==> src/rtl/pla_array.sv <==
module pla_array #(
  parameter int I = 4,
  parameter int P = 16,
  parameter int O = 4
) (
  input  logic                 clk,
  input  logic                 rst_n,
  input  logic                 pal_mode,
  input  logic                 prog_we,
  input  logic [$clog2(P)-1:0] prog_row,
  input  logic [2*I-1:0]       prog_and,
  input  logic [O-1:0]         prog_or,
  input  logic [I-1:0]         in_vec,
  output logic [O-1:0]         out_vec
);
  localparam int G = P / O;

  logic [P-1:0][2*I-1:0] and_pl;
  logic [P-1:0][O-1:0]   or_pl;
  logic [P-1:0]          term;
  logic [O-1:0]          grp_any;

  always_ff @(posedge clk or negedge rst_n) begin
    if (!rst_n) begin
      and_pl <= '0;
      or_pl  <= '0;
    end else if (prog_we && (int'(prog_row) < P)) begin
      and_pl[prog_row] <= prog_and;
      or_pl[prog_row]  <= prog_or;
    end
  end

  always_comb begin
    for (int p = 0; p < P; p++) begin
      term[p] = 1'b1;
      for (int i = 0; i < I; i++)
        if (!((and_pl[p][2*i+1] & in_vec[i]) | (and_pl[p][2*i] & ~in_vec[i])))
          term[p] = 1'b0;
    end
  end

  always_comb begin
    for (int o = 0; o < O; o++) begin
      out_vec[o] = 1'b0;
      for (int p = 0; p < P; p++)
        if (term[p] && or_pl[p][o] && (!pal_mode || (p / G) == o))
          out_vec[o] = 1'b1;
    end
  end

  genvar go;
  generate
    for (go = 0; go < O; go++) begin : g_grp
      assign grp_any[go] = |term[go*G +: G];
    end
  endgenerate


  reset_clear_chk: assert property (@(posedge clk) !rst_n |=> (out_vec == '0));

  write_land_chk: assert property (@(posedge clk) disable iff (!rst_n)
    (prog_we && (int'(prog_row) < P)) |=>
      (and_pl[$past(prog_row)] == $past(prog_and)) && (or_pl[$past(prog_row)] == $past(prog_or)));

  no_write_hold_chk: assert property (@(posedge clk) disable iff (!rst_n)
    !prog_we |=> ($stable(and_pl) && $stable(or_pl)));

  pal_slice_chk: assert property (@(posedge clk) disable iff (!rst_n)
    pal_mode |-> ((out_vec & ~grp_any) == '0));

  out_needs_term_chk: assert property (@(posedge clk) disable iff (!rst_n)
    (out_vec != '0) |-> (term != '0));
endmodule

==> config.mk <==
export PLATFORM = sky130hd
export DESIGN_NAME = pla_array
export DESIGN_NICKNAME = d
export VERILOG_FILES = /design/src/rtl/pla_array.sv
export SDC_FILE = /design/constraint.sdc
export NUM_CORES = 1
export LEC_CHECK = 0
export ABC_CLOCK_PERIOD_IN_PS = 4800
export BUFFER_PORTS_ARGS = -buffer_cell sky130_fd_sc_hd__buf_2
export CAP_MARGIN = 15
export CORE_ASPECT_RATIO = 0.75
export CORE_MARGIN = 3
export CORE_UTILIZATION = 28
export DETAILED_ROUTE_END_ITERATION = 10
export PLACE_DENSITY_LB_ADDON = 0.25
export SETUP_SLACK_MARGIN = 0.02
export SLEW_MARGIN = 20
export SYNTH_ARGS = -nofsm -noshare
export SYNTH_HDL_FRONTEND = slang
export SYNTH_SLANG_ARGS = --single-unit
==> constraint.sdc <==
create_clock -name clk -period 4.8 [get_ports clk]
set_input_delay 0.96 -clock clk [delete_from_list [all_inputs] [get_ports clk]]
set_output_delay 0.96 -clock clk [all_outputs]
set_load 0.005 [all_outputs]
# Word level (Yosys, flattened, before mapping)
# Cells that the tools add are included.
# op_classes
n_mul	0
reduce_logical	114
n_bitwise	196
eq_ne	0
div_mod_pow	0
shift	0
magnitude_cmp	2
add_sub_neg	0
mux	134
# ops
op	count
bitwise AND 1 bit	128
bitwise mux 128 bit	1
two-way mux 1 bit	128
logical AND 1 bit	113
bitwise mux 64 bit	1
bitwise OR 1 bit	64
demux 8 bit (select 4 bit)	1
demux 4 bit (select 4 bit)	1
two-way mux 8 bit	1
less-than comparator 4 x 5 -> 1 bit, second input constant	1
greater-or-equal comparator 4 x 1 -> 1 bit, second input constant	1
two-way mux 4 bit	1
inverter 1 bit	4
logical NOT 1 bit	1
# word_totals
latchBits	0
romBits	0
mem_count	0
output_inout_bits	4
ff_bits	192
inputBits	24
word_cells	478
ramBits	0

# Depth between registers and ports, before layout
# logic_depth
ltp_word	25
ltp_mapped	7
ltp_nobuf	5

# Least setup slack after synthesis
# Ideal clock, no wire load.
# synth_path
kind	input -> output
startpoint	in in_vec[0]
endpoint	out out_vec[0]
n_path_buf	2
stages	7
t_required_ns	3.840
slack_ns	1.573
arrival_ns	2.267
cell_sequence	buf_6 > buf_12 > mux2i_1 > or4_4 > o2bb2ai_2 > nor4_1 > a21oi_1
# synth_via
elab_chain_len	24
elab_cells_between_ends	157
classes_between	mux: 80; bitwise: 49; reduce/logical: 28
# synth_lines
item	line_no	text
start: declaration	13	input logic [I-1:0] in_vec,
inverter 1 bit	37	if (!((and_pl[p][2*i+1] & in_vec[i]) | (and_pl[p][2*i] & ~in_vec[i])))
bitwise AND 1 bit	37	
bitwise OR 1 bit	37	
two-way mux 1 bit (4 in series)	37	
logical AND 1 bit	46	if (term[p] && or_pl[p][o] && (!pal_mode || (p / G) == o))
two-way mux 1 bit (15 in series)	46	
two-way mux 1 bit *	46	
end: declaration	14	output logic [O-1:0] out_vec
# Mark *: on every way between the ends. The rest lies on a longest branch, timed or not.

# Worst setup path in the final report
# layout_path
startpoint	in in_vec[1]
endpoint	out out_vec[3]
# layout_via
elab_chain_len	24
elab_cells_between_ends	141
classes_between	mux: 64; bitwise: 49; reduce/logical: 28
# layout_lines
item	line_no
inverter 1 bit	37
bitwise AND 1 bit	37
bitwise OR 1 bit	37
two-way mux 1 bit (3 in series)	37
logical AND 1 bit (2 in series)	46
two-way mux 1 bit (15 in series)	46
two-way mux 1 bit *	46
# Marked as above.

==> flow_summary.ini <==
[status]
outcome = finished clean

[cells_and_area]
num-nets-final = 722
area_growth_syn_to_layout_pct = 13.7
antenna_cells = 0
fill_cells = 2954
final_area_um2 = 9790
drive_gt1_share_pct = 33.5

[clocking]
cts_hold_buf = 0
cts_tree = yes
cts_buffers = 17
clockBufferDepth = 2
cts_sinks = 192
clk_latency_ns = 0.43
htree_levels = 4
clk_pin_slew_ns = 0.07
post_cts_resized = 0
clockRootBuffer = clkbuf_16
post_cts_buffers = 0

[timing]
tightest_slew_ns = 1.01
fin_skew_ns = 0
rsz0062_at_grt = false
setup_violations = 0
finalHoldViolCount = 0
final.min_clock_period_ns = 4.13
final.period_utilization_pct = 85.9
slew_violations = 0
slew_headroom_pct = 32.7
setup_tns_ns = 0
finalWorstSetupSlack_ns = 0.675
max_freq_mhz = 242

[die]
design.core.area_um2 = 29700
die_w_um = 208
die-area_um2 = 32900
io_pins = 28
initial_utilization_pct = 29.0
die_h_um = 158
core.rowCount = 54

[critical_path]
cp_slowest_stage_delay_ns = 0.63
path_cells = buf_2 > mux2i_1 > or4_4 > o2bb2ai_1 > nor4_1 > buf_4 > a21oi_1 > buf_2
endpoint_kind = output pin
rrSetupSlack_ns = 3.95
worstPathRequired_ns = 3.84
startpoint = in_vec[1]
r2r_cells = 1
rr_startpoint = and_pl[10]$_DFFE_PN0P_
crit_buf_inv = 3
cp-start-kind = primary input
crit_slowest_cell = or4_4
cp.depth = 8
crit_family = buffers and inverters
crit_type = in -> out
worstPathMaxFanout = 16
arrival_ns = 3.17
crit_path_end = out_vec[3]
crit_path_frequent_cell = buf_2
r2r-end = and_pl[10]$_DFFE_PN0P_

[routing]
first_pass_iters = 4
drt_iter0_markers = 320
wirelength_mm = 22.6
avgRoutedWirePerCell_um = 20.5
vias = 5274
ant_nets = 0
viasPerCell = 4.78
drc = 0

[synth]
synth_top_area_cell = dfrtp_1
yosysWarnings = 0
yosysTopAreaCellShare_pct = 55.8
post_synth.cell_area_avg_um2 = 12.8
syn_nets = 698
ys_seq_elements = 192
synth_area_um2 = 8610
synthCells = 674
synth_cell_types = 32
seq_area_frac_synth_pct = 55.8
synthTopCellsByArea = dfrtp_1, mux2_2, mux2i_1

[grt]
use_met1_pct = 22.6
grt_pass1_wl_mm = 34.7
met2_usage_pct = 19.5
use_met3_pct = 2.83
grt_most_used_layer = met1
grt_max_degree = 91
antenna_found_initial = 0
grt_usage_pct = 14.2
grt_pass1_vias = 5327
grt-ovfl-total = 0

[hold_path]
hold_path_class = reg -> reg
worstHoldPathCells = 1

[placement]
place_ws_ns = 0.727
io_buffers = 27
place_hpwl_mm = 15.0
routabilityCongestion = 0.836
place_area_um2 = 9140

[power]
power_density_nw_per_um2 = 457
power.total_uw = 4470
ir_worst_vdd_uv = 211
p_leak_uw = 0.00438

[flow_run]
maxCapViolations = 0
[cell type report]
class | count | area [µm²] | area share, %
repair buffers | 42 | 269 | 2.75
clock inverters | 14 | 211 | 2.16
well taps | 392 | 490 | 5.01
clock buffers | 18 | 439 | 4.49
inverters | 61 | 229 | 2.34
flip-flops and latches | 192 | 4800 | 49.1
multi-input cells | 384 | 3350 | 34.2
[cell families (layout without fill, tap and decap cells)]
| kind of cell | count (synthesis) | count (layout) | share of synthesized area, % |
|---|---|---|---|
| flops | 192 | 192 | 55.8 |
| buf+inv | 98 | 135 | 5.33 |
| mux | 216 | 216 | 27.3 |
| compound gates | 76 | 76 | 5.46 |
| simple gates | 92 | 92 | 6.07 |
[worst min-delay path by stage]
stage | from | endpoint
6_report | or_pl[33]$_DFFE_PN0P_ | or_pl[33]$_DFFE_PN0P_
5_1_grt | and_pl[71]$_DFFE_PN0P_ | and_pl[71]$_DFFE_PN0P_
4_1_cts | or_pl[35]$_DFFE_PN0P_ | or_pl[35]$_DFFE_PN0P_
3_5_place_dp | or_pl[35]$_DFFE_PN0P_ | or_pl[35]$_DFFE_PN0P_
3_3_place_gp | or_pl[33]$_DFFE_PN0P_ | or_pl[33]$_DFFE_PN0P_
2_1_floorplan | or_pl[16]$_DFFE_PN0P_ | or_pl[16]$_DFFE_PN0P_
[metrics by stage]
stage	util, %	hold slack [ns]	instances
after detailed placement	30.8	0.481	1071
final	33.0	0.492	1103
after floorplan	-	0.464	674
after CTS	33.0	0.498	1103
after global placement	30.8	0.475	1071
after global routing	33.0	0.516	1103
[state kept, by name (all words and copies together) (netlist names)]
signal / flops
and_pl: 128
or_pl: 64
[report_power, final]
group | switching (µW) | total [µW] | internal (µW)
Sequential | 170 | 2160 | 1990
Clock | 643 | 1580 | 939
Combinational | 362 | 728 | 366
[synth_stat cells, drive strengths merged]
library cell,number
a21oi,4
a2bb2o,1
buf,16
clkbuf,21
dfrtp,192
inv,61
mux2,152
mux2i,64
nand2,42
nand2b,3
nand3,1
nand3b,4
nor2,10
nor2b,1
nor3,4
nor3b,1
nor4,9
o21ai,40
o22ai,28
o2bb2ai,3
or3,2
or4,15
[layer usage]
layer | part of all wire (%) | vias to the layer above
met5 | 0 | -
met4 | 1.0 | 0
met3 | 3.4 | 19
met2 | 40 | 78
met1 | 55 | 2764
li1 | - | 2413
[cells in the final DEF, fill, tap and decap left out, types with 2 or more instances in the layout]
| master | n |
|---|---|
| mux2i_1 | 64 |
| or3_1 | 2 |
| clkbuf_16 | 17 |
| mux2_1 | 8 |
| clkbuf_8 | 2 |
| o22ai_2 | 3 |
| nor3_1 | 4 |
| nand3b_1 | 4 |
| buf_2 | 26 |
| o2bb2ai_1 | 2 |
| o22ai_1 | 24 |
| a21oi_1 | 4 |
| clkinvlp_4 | 2 |
| clkinv_2 | 4 |
| nand2b_1 | 3 |
| inv_1 | 61 |
| o21ai_0 | 40 |
| or4_4 | 14 |
| nor4_1 | 8 |
| mux2_2 | 144 |
| inv_6 | 2 |
| nand2_1 | 42 |
| buf_4 | 14 |
| bufinv_16 | 5 |
| dfrtp_1 | 192 |
| nor2_1 | 10 |
(Power assumes the default switching activity.)
